`src/rtl/ssa_pkg.sv`:
```
package ssa_pkg;
  localparam int unsigned SSA_CH_N  = 2;
  localparam int unsigned SSA_EVT_W = 4;
  localparam int unsigned SSA_CNT_W = 4;
  localparam int unsigned SSA_POC_W = 3;

  typedef enum logic [1:0] {
    EV_TX_CONFLICT = 2'd0,
    EV_BOUNDARY    = 2'd1,
    EV_SYNTAX      = 2'd2,
    EV_TEST_SYM    = 2'd3
  } ssa_evt_e;

  localparam logic [SSA_POC_W-1:0] SSA_POC_NORMAL_ACTIVE = 3'd2;
endpackage

```
`src/rtl/ssa_rst_sync.sv`:
```
module ssa_rst_sync #(
  parameter int unsigned STAGES = 2
) (
  input  logic clk,
  input  logic rst_n,
  output logic rst_sync_n
);
  logic [STAGES-1:0] sh_q;
  logic [STAGES-1:0] sh_d;

  always_comb begin
    sh_d = {sh_q[STAGES-2:0], 1'b1};
  end

  always_ff @(posedge clk or negedge rst_n) begin
    if (!rst_n) sh_q <= '0;
    else        sh_q <= sh_d;
  end

  assign rst_sync_n = sh_q[STAGES-1];
endmodule

```
`src/rtl/ssa_flag_bank.sv`:
```
module ssa_flag_bank #(
  parameter int unsigned EVT_W = ssa_pkg::SSA_EVT_W
) (
  input  logic             clk,
  input  logic             rst_n,
  input  logic [EVT_W-1:0] evt,
  input  logic [EVT_W-1:0] clr_mask,
  input  logic             run_clr,
  output logic [EVT_W-1:0] flags
);
  logic [EVT_W-1:0] flag_q;
  logic [EVT_W-1:0] flag_d;
  logic [EVT_W-1:0] kept;

  always_comb begin
    kept   = run_clr ? '0 : (flag_q & ~clr_mask);
    flag_d = kept | evt;
  end

  always_ff @(posedge clk or negedge rst_n) begin
    if (!rst_n) flag_q <= '0;
    else        flag_q <= flag_d;
  end

  assign flags = flag_q;

  for (genvar k = 0; k < EVT_W; k++) begin : g_chk

    evt_sets_flag_chk: assert property (@(posedge clk) disable iff (!rst_n)
      evt[k] |=> flag_q[k]);

    w1c_clears_chk: assert property (@(posedge clk) disable iff (!rst_n)
      (clr_mask[k] && !evt[k]) |=> !flag_q[k]);

    sticky_hold_chk: assert property (@(posedge clk) disable iff (!rst_n)
      (flag_q[k] && !clr_mask[k] && !run_clr) |=> flag_q[k]);

    run_clears_chk: assert property (@(posedge clk) disable iff (!rst_n)
      (run_clr && !evt[k]) |=> !flag_q[k]);
  end
endmodule

```
`src/rtl/ssa_cfail_ctr.sv`:
```
module ssa_cfail_ctr #(
  parameter int unsigned             CNT_W  = ssa_pkg::SSA_CNT_W,
  parameter int unsigned             POC_W  = ssa_pkg::SSA_POC_W,
  parameter logic [POC_W-1:0]        POC_NA = ssa_pkg::SSA_POC_NORMAL_ACTIVE
) (
  input  logic             clk,
  input  logic             rst_n,
  input  logic             pair_end,
  input  logic             corr_missing,
  input  logic             corr_both_ok,
  input  logic [POC_W-1:0] poc_state,
  input  logic [CNT_W-1:0] lim_fatal,
  input  logic [CNT_W-1:0] lim_passive,
  output logic [CNT_W-1:0] cnt
);
  localparam logic [CNT_W-1:0] ONE = CNT_W'(1);

  logic [POC_W-1:0] poc_prev_q;
  logic [CNT_W-1:0] cnt_q;
  logic [CNT_W-1:0] cnt_d;
  logic             na_entry;
  logic             clr;
  logic             at_lim;
  logic             inc;
  logic             cnt_en;

  always_comb begin
    na_entry = (poc_state == POC_NA) && (poc_prev_q != POC_NA);
    clr      = na_entry || (pair_end && corr_both_ok);
    at_lim   = (cnt_q == lim_fatal) || (cnt_q == lim_passive);
    inc      = pair_end && corr_missing && !at_lim;
    cnt_en   = clr || inc;
    cnt_d    = clr ? '0 : (cnt_q + ONE);
  end

  always_ff @(posedge clk or negedge rst_n) begin
    if (!rst_n) poc_prev_q <= '0;
    else        poc_prev_q <= poc_state;
  end

  always_ff @(posedge clk or negedge rst_n) begin
    if (!rst_n)      cnt_q <= '0;
    else if (cnt_en) cnt_q <= cnt_d;
  end

  assign cnt = cnt_q;


  na_entry_clears_chk: assert property (@(posedge clk) disable iff (!rst_n)
    na_entry |=> (cnt_q == '0));

  both_ok_clears_chk: assert property (@(posedge clk) disable iff (!rst_n)
    (pair_end && corr_both_ok) |=> (cnt_q == '0));

  step_one_chk: assert property (@(posedge clk) disable iff (!rst_n)
    (pair_end && corr_missing && !clr && !at_lim) |=> (cnt_q == $past(cnt_q) + ONE));

  sat_hold_chk: assert property (@(posedge clk) disable iff (!rst_n)
    (at_lim && !clr) |=> (cnt_q == $past(cnt_q)));

  idle_hold_chk: assert property (@(posedge clk) disable iff (!rst_n)
    (!pair_end && !na_entry) |=> $stable(cnt_q));
endmodule

```
`src/rtl/sync_status_accrual.sv`:
```
module sync_status_accrual
  import ssa_pkg::*;
#(
  parameter int unsigned CH_N  = SSA_CH_N,
  parameter int unsigned EVT_W = SSA_EVT_W,
  parameter int unsigned CNT_W = SSA_CNT_W,
  parameter int unsigned POC_W = SSA_POC_W
) (
  input  logic                  clk,
  input  logic                  rst_n,
  input  logic [EVT_W-1:0]      evt_a,
  input  logic [EVT_W-1:0]      evt_b,
  input  logic                  wr_en,
  input  logic [CH_N*EVT_W-1:0] wr_data,
  input  logic                  run_cmd,
  input  logic                  pair_end,
  input  logic                  corr_missing,
  input  logic                  corr_both_ok,
  input  logic [POC_W-1:0]      poc_state,
  input  logic [CNT_W-1:0]      lim_fatal,
  input  logic [CNT_W-1:0]      lim_passive,
  output logic [CH_N*EVT_W-1:0] status_flags,
  output logic [CNT_W-1:0]      fail_cnt
);
  localparam int unsigned FLAG_W = CH_N * EVT_W;

  logic                  rst_core_n;
  logic [FLAG_W-1:0]     evt_all;
  logic [FLAG_W-1:0]     clr_all;

  assign evt_all = {evt_b, evt_a};
  assign clr_all = wr_en ? wr_data : '0;

  ssa_rst_sync #(.STAGES(2)) rst_i (
    .clk        (clk),
    .rst_n      (rst_n),
    .rst_sync_n (rst_core_n)
  );

  for (genvar c = 0; c < CH_N; c++) begin : g_ch
    ssa_flag_bank #(.EVT_W(EVT_W)) bank_i (
      .clk      (clk),
      .rst_n    (rst_core_n),
      .evt      (evt_all[c*EVT_W +: EVT_W]),
      .clr_mask (clr_all[c*EVT_W +: EVT_W]),
      .run_clr  (run_cmd),
      .flags    (status_flags[c*EVT_W +: EVT_W])
    );
  end

  ssa_cfail_ctr #(
    .CNT_W  (CNT_W),
    .POC_W  (POC_W),
    .POC_NA (SSA_POC_NORMAL_ACTIVE)
  ) ctr_i (
    .clk          (clk),
    .rst_n        (rst_core_n),
    .pair_end     (pair_end),
    .corr_missing (corr_missing),
    .corr_both_ok (corr_both_ok),
    .poc_state    (poc_state),
    .lim_fatal    (lim_fatal),
    .lim_passive  (lim_passive),
    .cnt          (fail_cnt)
  );


  set_beats_clear_chk: assert property (@(posedge clk) disable iff (!rst_core_n)
    (wr_en && (evt_all != '0)) |=> ((status_flags & $past(evt_all)) == $past(evt_all)));
endmodule

```
`config.mk`:
```
export PLATFORM = sky130hd
export DESIGN_NAME = sync_status_accrual
export DESIGN_NICKNAME = d
export VERILOG_FILES = /design/src/rtl/ssa_pkg.sv /design/src/rtl/ssa_rst_sync.sv /design/src/rtl/ssa_flag_bank.sv /design/src/rtl/ssa_cfail_ctr.sv /design/src/rtl/sync_status_accrual.sv
export SDC_FILE = /design/constraint.sdc
export NUM_CORES = 1
export LEC_CHECK = 0
export BUFFER_PORTS_ARGS = -buffer_cell sky130_fd_sc_hd__buf_2
export CAP_MARGIN = 10
export CORE_MARGIN = 2
export CORE_UTILIZATION = 35
export DETAILED_ROUTE_END_ITERATION = 10
export PLACE_DENSITY_LB_ADDON = 0.1
export RECOVER_POWER = 100
export SETUP_SLACK_MARGIN = 0.05
export SLEW_MARGIN = 25
export SYNTH_ARGS = -nofsm -noshare
export SYNTH_HDL_FRONTEND = slang
export SYNTH_SLANG_ARGS = --single-unit
```
`constraint.sdc`:
```
create_clock -name clk -period 0.8 [get_ports clk]
set_clock_uncertainty 0.2 [all_clocks]
set_input_delay 0.08 -clock clk [delete_from_list [all_inputs] [get_ports clk]]
set_output_delay 0.08 -clock clk [all_outputs]
set_load 0.05 [all_outputs]
```
==> run_results.csv <==
group,metric,value,unit
clock_tree,cts_buffer_depth,2,
placed_design,place.gp.congestion,0.7090,
floorplan,die_w,50.74,um
setup_path,endpoint_kind,"register",
final_layout,nets,169,
clock_tree,cts_tree,"done",
placed_design,dpl_worst_slack,-0.9360,ns
logic_synthesis,yosysSeqAreaShare,0.5565,
clock_tree,clk-insertion-delay-late,0.29,ns
pwr,peakVddDrop,0.001015,V
floorplan,die_area,2574,sq um
final_layout,area_growth,77.09,%
detailed_routing,drc_errors,0,
pwr,power_density,1568,nW/um^2
pwr,p_comb_frac,0.325,
floorplan,start_util,0.3819,
pwr,pwr-share-seq,0.462,
detailed_routing,first_pass_iters,4,
logic_synthesis,yosys_register_bits,17,
final_layout,final_cell_area,1354,sq um
setup_path,worstSetupStartpointType,"register",
floorplan,design.core.area,2002,sq um
timing,setup_ws,-0.9422,ns
logic_synthesis,syn_area,764.5,sq um
final_layout,finish.utilization,0.6763,
setup_path,worstReg2RegEnd,"ctr_i.cnt[3]",
logic_synthesis,postSynthAreaPerCell,11.58,sq um
outcome,failed_checks,"hold timing, setup timing",
clock_tree,htree_levels,1,
clock_tree,clk_pin_slew_worst_paths,0.10,ns
logic_synthesis,ys_types,23,
timing,worst_hold_slack,-0.2198,ns
timing,slew_violations,0,
setup_path,worstSetupPathType,"reg -> reg",
setup_path,reg2reg_depth,4,
hold_path,holdPathEnd,"g_ch[0].bank_i.flags[2]",
setup_path,r2r_setup_slack,-0.94,ns
global_route,grt.total_usage,0.1599,
logic_synthesis,yosys_warnings,0,
global_route,grt_overflow,0,
timing,hold_viol_final,12,
setup_path,arrival,1.76,ns
global_route,grt_pass1_wl,3125,um
floorplan,core.rowCount,16,
clock_tree,cts.sinks,17,
placed_design,place_hpwl,1483,um
floorplan,die_h,50.74,um
detailed_routing,drtIter0Drc,6,
final_layout,layout-drive-gt1-share,0.6617,
setup_path,slowest_delay,0.54,ns
setup_path,cp.required,0.81,ns
hold_path,hold_class,"in -> reg",
detailed_routing,wl_per_cell,12.53,um
pwr,p_int,1441,uW
detailed_routing,dr_total_vias,763,
final_layout,fill_cells,156,
setup_path,r2r_start,"ctr_i.cnt[0]",
global_route,grt_pass1_vias,742,
placed_design,placedInstanceArea,1101,sq um
setup_path,cp_slowest_cell,"or4_1",
final_layout,layout_common_cells,"buf_2 (32), buf_6 (14), nand2_1 (12), dfrtp_2 (12), buf_4 (9)",
detailed_routing,vias_per_cell,4.769,
timing,setup_viol,24,
final_layout,n_antenna_cell,0,
timing,fin_crit,1.742,ns
setup_path,worst-path-max-fanout,5,
timing,rsz0062_at_grt,"yes",
global_route,antenna_found_initial,0,
flow_run,drv_cap,0,
logic_synthesis,synthCells,66,
clock_tree,cts_hold_buf,4,
pwr,p_total,2123,uW
detailed_routing,wl,2004,um
pwr,switchingPower,682.0,uW
logic_synthesis,syn_nets,101,
pwr,swShare,0.3212,
setup_path,path_cells,"xor2_2 > nor4_4 > or4_1 > a21boi_1",
floorplan,pin_count,46,
hold_path,hold-path-cell-count,2,
timing,finalCritPeriodShare,2.178,
global_route,grt_start_max_net_pins,11,
timing,max_clock_freq,574.0,MHz
placed_design,portBuffers,45,
detailed_routing,ant_nets,0,
outcome,status,"finished with violations",
final_layout,layout_commonest_cell,"buf_2",
pwr,power.leakage,0.0006385,uW
clock_tree,clock-root-buffer,"clkbuf_4",
pwr,pwr-share-clk,0.213,
clock_tree,cts_buffers,3,
hold_path,hold_start,"evt_a[2]",
## registers in the layout, indices dropped and copies added (netlist names)
signal,flops
ctr_i.poc_prev_q,3
ctr_i.cnt,4
g_ch.bank_i.flags,8
rst_i.sh_q,2
## worst max-delay path by stage
| stage | endpoint | cells after the start | slack [ns] | from |
|---|---|---|---|---|
| global placement | ctr_i.cnt[0] | 4 | -0.96 | ctr_i.poc_prev_q[2] |
| detailed placement | ctr_i.cnt[0] | 4 | -0.94 | ctr_i.poc_prev_q[2] |
| CTS | ctr_i.cnt[3] | 4 | -0.96 | ctr_i.cnt[2] |
| floorplan | ctr_i.cnt[0] | 4 | -0.97 | ctr_i.cnt[1] |
| finish | ctr_i.cnt[3] | 4 | -0.94 | ctr_i.cnt[0] |
| global route | ctr_i.cnt[3] | 4 | -1.04 | ctr_i.cnt[3] |
## power by group through the flow
stage	sequential (uW)	clock (uW)	combinational [uW]
2_1_floorplan	1160	0	146
3_3_place_gp	977	0	536
3_5_place_dp	981	0	540
4_1_cts	971	484	673
5_1_grt	988	507	736
6_report	982	452	690
## cell type report
class / instances / area [sq um] / area share
Timing Repair Buffer: 64 / 467.9 / 0.3457
Multi-Input combinational cell: 47 / 380.4 / 0.2810
Inverter: 1 / 3.754 / 0.002773
Tap cell: 27 / 33.78 / 0.02495
Sequential cell: 17 / 440.4 / 0.3253
Clock inverter: 1 / 5.005 / 0.003697
Clock buffer: 3 / 22.52 / 0.01664
## metal layers
metal  track usage  share of wire
met1        0.2091           0.39
met2        0.2785           0.57
met3       0.02083          0.042
met4       0.04054         0.0035
met5             0              0
## cell families after synthesis
logic type                 share of synthesized area
and+or+nand+nor                               0.1424
other                                       0.004905
xor gates and xnor gates                     0.09164
muxes                                        0.02619
adders and majority gates                    0.01636
DFF                                           0.5565
buffers and inverters                       0.009811
AOI/OAI and AO/OA                             0.1522
## cell usage after synthesis
master / n / area, sq um
nor3b_1: 1 / 7.510
a31o_2: 8 / 70.07
inv_1: 1 / 3.750
or4_1: 1 / 7.510
o31ai_1: 1 / 7.510
o21ai_0: 1 / 5.000
mux2i_1: 2 / 20.02
a41o_1: 1 / 10.01
nand3_1: 1 / 5.000
or4b_1: 1 / 10.01
xor2_1: 4 / 35.03
nand2_1: 13 / 48.80
clkbuf_1: 1 / 3.750
nor2_1: 2 / 7.510
or3b_1: 1 / 8.760
xnor2_1: 4 / 35.03
or2b_1: 1 / 7.510
dfrtp_1: 17 / 425.4
a21boi_0: 1 / 7.510
ha_1: 1 / 12.51
conb_1: 1 / 3.750
a32oi_2: 1 / 16.27
nor4_1: 1 / 6.260
## repair_timing
action / 4_1_cts / 5_1_grt
buffers inserted: 6 / 2
pin swaps: 8 / 1
hold endpoints to repair: 28 / 12
resized for setup: 30 / 8
cloned: 0 / 0
setup endpoints to repair: 24 / 25
## worst max-delay path: cells and delay by family (launching register included)
family	cells	cell delay [ns]
flops	1	0.46
xor+xnor	1	0.22
simple gates	2	0.63
compound gates	1	0.16
## stage by stage
step           cells  hold WS [ns]  TNS (ns)
3_5_place_dp     145       -0.3307    -5.746
4_1_cts          158       -0.2329    -9.591
5_1_grt          160       -0.2396    -10.32
3_3_place_gp     145       -0.3339    -5.631
6_report         160       -0.2198    -9.545
2_1_floorplan     66       -0.4156    -5.938
Power figures use the tool's default switching activity.
